==> config.mk <==
export PLATFORM = sky130hd
export DESIGN_NAME = fts_top
export DESIGN_NICKNAME = d
export VERILOG_FILES = /design/src/rtl/fts_pkg.sv /design/src/rtl/fts_ctrl.sv /design/src/rtl/fts_burst.sv /design/src/rtl/fts_data.sv /design/src/rtl/fts_top.sv
export SDC_FILE = /design/constraint.sdc
export NUM_CORES = 2
export LEC_CHECK = 0
export ABC_CLOCK_PERIOD_IN_PS = 4090
export CAP_MARGIN = 20
export CORE_MARGIN = 2
export CORE_UTILIZATION = 55
export CTS_CLUSTER_SIZE = 16
export DETAILED_ROUTE_END_ITERATION = 8
export MAX_ROUTING_LAYER = met4
export PLACE_DENSITY = 0.71
export RECOVER_POWER = 100
export SLEW_MARGIN = 20
export SYNTH_ARGS = -nofsm -noshare
export SYNTH_HDL_FRONTEND = slang
export SYNTH_SLANG_ARGS = --single-unit
==> constraint.sdc <==
create_clock -name clk -period 4.09 [get_ports clk]
set_clock_uncertainty 0.1 [all_clocks]
set_input_delay 0.818 -clock clk [delete_from_list [all_inputs] [get_ports clk]]
set_output_delay 0.818 -clock clk [all_outputs]
set_load 0.1 [all_outputs]
==> src/rtl/fts_pkg.sv <==
package fts_pkg;

  // Cycle kinds decoded at each rising edge
  typedef enum logic [2:0] {
    CYC_NONE,
    CYC_DESEL,
    CYC_BEGIN_RD,
    CYC_BEGIN_WR,
    CYC_BURST_RD,
    CYC_BURST_WR
  } cyc_e;

  // Strobes from control to datapath
  typedef struct packed {
    logic wrEn;
    logic rdEn;
  } dp_strobe_t;

endpackage

==> src/rtl/fts_ctrl.sv <==
module fts_ctrl #(
  parameter int BYTES = 4
) (
  input  logic                    clk,
  input  logic                    rstN,
  input  logic                    ce1N,
  input  logic                    ce2,
  input  logic                    ce3N,
  input  logic                    adspN,
  input  logic                    adscN,
  input  logic                    advN,
  input  logic                    gwN,
  input  logic                    bweN,
  input  logic [BYTES-1:0]        bwN,
  output logic                    loadAddr,
  output logic                    advance,
  output fts_pkg::dp_strobe_t     dpStrb,
  output logic [BYTES-1:0]        wrMask
);
  import fts_pkg::*;

  logic enAll, adspSeen, strobeSeen, wrReq, burstOpen;
  logic [BYTES-1:0] laneReq;
  cyc_e cyc;

  assign enAll      = !ce1N && ce2 && !ce3N;
  assign adspSeen   = !adspN && !ce1N;
  assign strobeSeen = adspSeen || !adscN;

  // Global write overrides lane selects
  always_comb begin
    if (!gwN)       laneReq = '1;
    else if (!bweN) laneReq = ~bwN;
    else            laneReq = '0;
  end
  assign wrReq = |laneReq;

  always_comb begin
    cyc = CYC_NONE;
    if (strobeSeen) begin
      if (!enAll)       cyc = CYC_DESEL;
      else if (adspSeen) cyc = CYC_BEGIN_RD;
      else if (wrReq)   cyc = CYC_BEGIN_WR;
      else              cyc = CYC_BEGIN_RD;
    end else if (burstOpen) begin
      cyc = wrReq ? CYC_BURST_WR : CYC_BURST_RD;
    end
  end

  always_ff @(posedge clk or negedge rstN) begin
    if (!rstN)           burstOpen <= 1'b0;
    else if (strobeSeen) burstOpen <= enAll;
  end

  assign loadAddr    = (cyc == CYC_BEGIN_RD) || (cyc == CYC_BEGIN_WR);
  assign advance     = ((cyc == CYC_BURST_RD) || (cyc == CYC_BURST_WR)) && !advN;
  assign dpStrb.wrEn = (cyc == CYC_BEGIN_WR) || (cyc == CYC_BURST_WR);
  assign dpStrb.rdEn = (cyc == CYC_BEGIN_RD) || (cyc == CYC_BURST_RD);
  assign wrMask      = dpStrb.wrEn ? laneReq : '0;

endmodule

==> src/rtl/fts_burst.sv <==
module fts_burst #(
  parameter int ADDR_W = 6,
  parameter int CNT_W  = 2
) (
  input  logic              clk,
  input  logic              rstN,
  input  logic [ADDR_W-1:0] addrIn,
  input  logic              modeIlv,
  input  logic              loadAddr,
  input  logic              advance,
  output logic [ADDR_W-1:0] curAddr,
  output logic [ADDR_W-1:0] nextAddr
);
  localparam int HI_W = ADDR_W - CNT_W;

  logic [HI_W-1:0]  baseHi;
  logic [CNT_W-1:0] startLo, beat, beatNext;

  function automatic logic [CNT_W-1:0] orderLo(input logic ilv,
                                               input logic [CNT_W-1:0] s,
                                               input logic [CNT_W-1:0] k);
    return ilv ? (s ^ k) : (s + k);
  endfunction

  assign beatNext = beat + {{(CNT_W-1){1'b0}}, 1'b1};
  assign curAddr  = {baseHi, orderLo(modeIlv, startLo, beat)};

  always_comb begin
    if (loadAddr)     nextAddr = addrIn;
    else if (advance) nextAddr = {baseHi, orderLo(modeIlv, startLo, beatNext)};
    else              nextAddr = curAddr;
  end

  always_ff @(posedge clk or negedge rstN) begin
    if (!rstN) begin
      baseHi  <= '0;
      startLo <= '0;
      beat    <= '0;
    end else if (loadAddr) begin
      {baseHi, startLo} <= addrIn;
      beat              <= '0;
    end else if (advance) begin
      beat <= beatNext;
    end
  end

endmodule

==> src/rtl/fts_data.sv <==
module fts_data #(
  parameter int ADDR_W = 6,
  parameter int BYTES  = 4,
  parameter int BYTE_W = 8
) (
  input  logic                        clk,
  input  logic                        rstN,
  input  fts_pkg::dp_strobe_t         dpStrb,
  input  logic [BYTES-1:0]            wrMask,
  input  logic [ADDR_W-1:0]           curAddr,
  input  logic [ADDR_W-1:0]           nextAddr,
  input  logic [BYTES*(BYTE_W+1)-1:0] wrData,
  input  logic                        oeN,
  output logic [BYTES*(BYTE_W+1)-1:0] rdData,
  output logic                        busDrive
);
  localparam int DATA_W = BYTES * BYTE_W;
  localparam int WORD_W = DATA_W + BYTES;
  localparam int DEPTH  = 1 << ADDR_W;

  logic [WORD_W-1:0] word;
  logic              readValid;

  // One storage array per lane: data byte plus its parity bit
  for (genvar g = 0; g < BYTES; g++) begin : g_lane
    logic [BYTE_W:0] laneMem [DEPTH];
    always_ff @(posedge clk) begin
      if (dpStrb.wrEn && wrMask[g])
        laneMem[nextAddr] <= {wrData[DATA_W+g], wrData[g*BYTE_W +: BYTE_W]};
    end
    assign word[g*BYTE_W +: BYTE_W] = laneMem[curAddr][BYTE_W-1:0];
    assign word[DATA_W+g]           = laneMem[curAddr][BYTE_W];
  end

  always_ff @(posedge clk or negedge rstN) begin
    if (!rstN) readValid <= 1'b0;
    else       readValid <= dpStrb.rdEn;
  end

  assign busDrive = readValid && !oeN;
  assign rdData   = busDrive ? word : '0;

endmodule

==> src/rtl/fts_top.sv <==
module fts_top #(
  parameter int ADDR_W = 6,
  parameter int BYTES  = 4,
  parameter int BYTE_W = 8,
  parameter int CNT_W  = 2
) (
  input  logic                        clk,
  input  logic                        rstN,
  input  logic                        ce1N,
  input  logic                        ce2,
  input  logic                        ce3N,
  input  logic                        adspN,
  input  logic                        adscN,
  input  logic                        advN,
  input  logic                        gwN,
  input  logic                        bweN,
  input  logic [BYTES-1:0]            bwN,
  input  logic                        oeN,
  input  logic                        modeIlv,
  input  logic [ADDR_W-1:0]           addr,
  input  logic [BYTES*(BYTE_W+1)-1:0] wrData,
  output logic [BYTES*(BYTE_W+1)-1:0] rdData,
  output logic                        busDrive
);
  fts_pkg::dp_strobe_t dpStrb;
  logic [BYTES-1:0]    wrMask;
  logic                loadAddr, advance;
  logic [ADDR_W-1:0]   curAddr, nextAddr;

  fts_ctrl #(.BYTES(BYTES)) u_ctrl (
    .clk(clk), .rstN(rstN), .ce1N(ce1N), .ce2(ce2), .ce3N(ce3N),
    .adspN(adspN), .adscN(adscN), .advN(advN), .gwN(gwN), .bweN(bweN),
    .bwN(bwN), .loadAddr(loadAddr), .advance(advance),
    .dpStrb(dpStrb), .wrMask(wrMask)
  );

  fts_burst #(.ADDR_W(ADDR_W), .CNT_W(CNT_W)) u_burst (
    .clk(clk), .rstN(rstN), .addrIn(addr), .modeIlv(modeIlv),
    .loadAddr(loadAddr), .advance(advance),
    .curAddr(curAddr), .nextAddr(nextAddr)
  );

  fts_data #(.ADDR_W(ADDR_W), .BYTES(BYTES), .BYTE_W(BYTE_W)) u_data (
    .clk(clk), .rstN(rstN), .dpStrb(dpStrb), .wrMask(wrMask),
    .curAddr(curAddr), .nextAddr(nextAddr), .wrData(wrData), .oeN(oeN),
    .rdData(rdData), .busDrive(busDrive)
  );

endmodule

==> qor.yml <==
antenna_found_initial: 29
fin_setup_tns_ns: -27.46
grt_max_degree: 75
maxCapViolCount: 39
placed_area_sq_um: 103000
synth_top_area_cell: "edfxtp_1"
clock_latency_ns: 0.86
cp-start-kind: "flip-flop"
ys_warn_count: 0
totalPowerFinal_w: 0.0630
required_ns: 3.17
wl_met3_um: 38000
clock-root-buffer: "clkbuf_16"
gp_congestion: 0.959
synth_ff_type: "edfxtp_1"
coreArea_sq_um: 165000
syn_avg_cell_area_sq_um: 18.4
syn_area_sq_um: 91500
pre_cts_ws_ns: -1.16
die_w_um: 412
synth-seq-cells: 2314
route.met2.wl_um: 133000
vdd_drop_max_mv: 0.542
drc: 0
die_y_um: 412
synth_top_area_share: 0.756
synth_seq_area_share: 0.759
drive_gt1_frac: 0.324
pin_count: 95
maxSlewViolCount: 1765
syn_nets: 5046
crit_arrival_ns: 4.04
fmax_ghz: 0.202
fin_crit_ns: 4.96
rsz0062_at_grt: "yes"
synthMostInstantiatedCell: "edfxtp_1"
worst_pin_slew_ns: 3.28
synth_edf_count: 2304
postRouteAntennaNets: 0
finalHoldViolations: 0
areaGrowthSynthToFinish_pct: 23.5
num_vias: 57000
cp_max_fo: 14
clk_path_buf_depth: 3
clk_pin_slew_worst_paths_ns: 0.07
synthArstFlopShare: 0.00432
cts_made_buffers: 222
whs_ns: 0.306
fp-row-count: 149
clock-sinks: 2314
htreeDepth: 4
start_util: 0.554
power.density_nw_per_um2: 557
synth_common_cells: "edfxtp_1, mux4_2, nand2_1"
period_share: 1.21
synth_cells: 4986
drt_iter0_markers: 9399
dp_hpwl_um: 180000
top_layer: "met4"
portBuffers: 94
grt_overflow: 0
routedWlPerCell_um: 34.2
wl_met1_um: 101000
fin_area_sq_um: 113000
wirelength_um: 288000
grt_first_pass_wirelength_um: 400000
min_path_type: "input pin to asynchronous set/reset pin"
cellLeakagePower_nw: 37.0
die_area_sq_um: 170000
critical_path_class: "flip-flop to output pin"
drt_pass1_iterations: 8
finalWorstSetupSlack_ns: -0.871
cp-end-kind: "output pin"
status: "finished, violations left"
avgViaCountPerCell: 6.75
violations: "capacitance limit, slew limit, setup timing"
track_usage: 0.345
grt_pass1_vias: 55200
synth_area_leaders: "edfxtp_1, mux4_2, mux2i_1"
yosysUniqueCellTypes: 61
max_slew_margin: -1.18
setup-violations-final: 80
cts_tree: "done"
nets: 6085
layout make-up:
cell class | count | area, sq um
Antenna cell | 29 | 72.6
Clock buffer | 265 | 5820
Clock inverter | 151 | 1310
Fill cell | 10400 | 52100
Inverter | 9 | 41.3
Multi-Input combinational cell | 2313 | 23100
Sequential cell | 2314 | 69400
Tap cell | 2189 | 2740
Timing Repair Buffer | 1165 | 10500
sequential cells by signal, summed over array words and instances (netlist names):
signal and cells:
u_burst.baseHi 4, u_burst.beat 2, u_burst.startLo 2, u_ctrl.burstOpen 1, u_data.g_lane.laneMem 2304, u_data.readValid 1
report_power, final:
| part | switching [W] | internal (W) | total, W |
|---|---|---|---|
| logic | 0.00921 | 0.00733 | 0.0165 |
| clock network | 0.00883 | 0.0114 | 0.0202 |
| registers | 0.0000517 | 0.0262 | 0.0262 |
| total | 0.0181 | 0.0449 | 0.0630 |
metal layers:
metal / up-vias / track usage
met4: 0 / 0.166
li1: 22700 / -
met5: - / -
met3: 821 / 0.0873
met2: 4546 / 0.508
met1: 28900 / 0.454
final timing paths:
path / startpoint / endpoint / slack (ns) / depth (start not counted)
max: u_burst.beat[1] / rdData[21] / -0.87 / 10
min: rstN / u_burst.baseHi[1] / 0.31 / 1
max reg2reg: u_burst.beat[0] / u_data.g_lane[3].laneMem[40][1] / -0.14 / 13
min reg2reg: u_burst.startLo[0] / u_burst.startLo[0] / 0.53 / 3
max in group asynchronous: rstN / u_burst.baseHi[0] / 3.13 / 1
min in group clk: addr[5] / u_burst.baseHi[3] / 0.52 / 3
critical path: stages (launching register included):
cell and delay [ns]:
dfrtp_2 0.44, xnor2_4 0.30, xnor2_4 0.19, buf_6 0.15, buf_12 0.18, buf_6 0.21, nand2_1 0.07, nand3_1 0.18
nand4_1 0.31, o32ai_4 0.86, buf_12 0.26
cells by family (layout without fill, tap and decap cells):
kind of cell	after synthesis	after routing	synth area share
DFF	2314	2314	0.759
and+or+nand+nor	1133	1133	0.0576
adders and majority gates	2	2	0.000273
muxes	612	612	0.120
buffers and inverters	359	1590	0.0175
other	0	29	0
AOI/OAI and AO/OA	559	559	0.0449
xor gates and xnor gates	7	7	0.00124
cell usage in the layout, fill, tap and decap left out, types with 27 or more instances in the layout:
cell       Yosys  layout
nand2_1      333     310
o22ai_1       80      50
edfxtp_1    2304    2304
nor3_1       221     219
clkbuf_2       0     174
nor2_1       299     284
clkbuf_1     226     243
mux2i_1      198     180
o21ai_0       56      45
clkinv_2       0      46
a221oi_2       0      52
buf_6         12      59
diode_2        0      29
a221oi_1     123      67
clkinv_1       0      68
buf_16         0      29
clkbuf_16      0     240
clkbuf_4       0      60
nor4_1        74      69
nand3_1       87      82
buf_4         27     418
buf_12         0     133
a22oi_2        0      33
o221ai_1      73      46
a21oi_1       78      69
mux2_2        30      29
mux4_2       384     384
nand4_1       27      27
timing repair:
item                       4_1_cts  5_1_grt
gates cloned                    23       13
gates resized for setup        335      197
setup endpoints to repair       36       36
hold buffers                     0        0
setup buffers                   78       62
pin swaps                       99      129
metrics by stage:
step | util | std cells
after global routing | 0.684 | 8425
after floorplan | - | 4986
after CTS | 0.683 | 8349
after detailed placement | 0.622 | 7838
after global placement | 0.622 | 7836
final | 0.684 | 8435
Power figures use the tool's default switching activity.
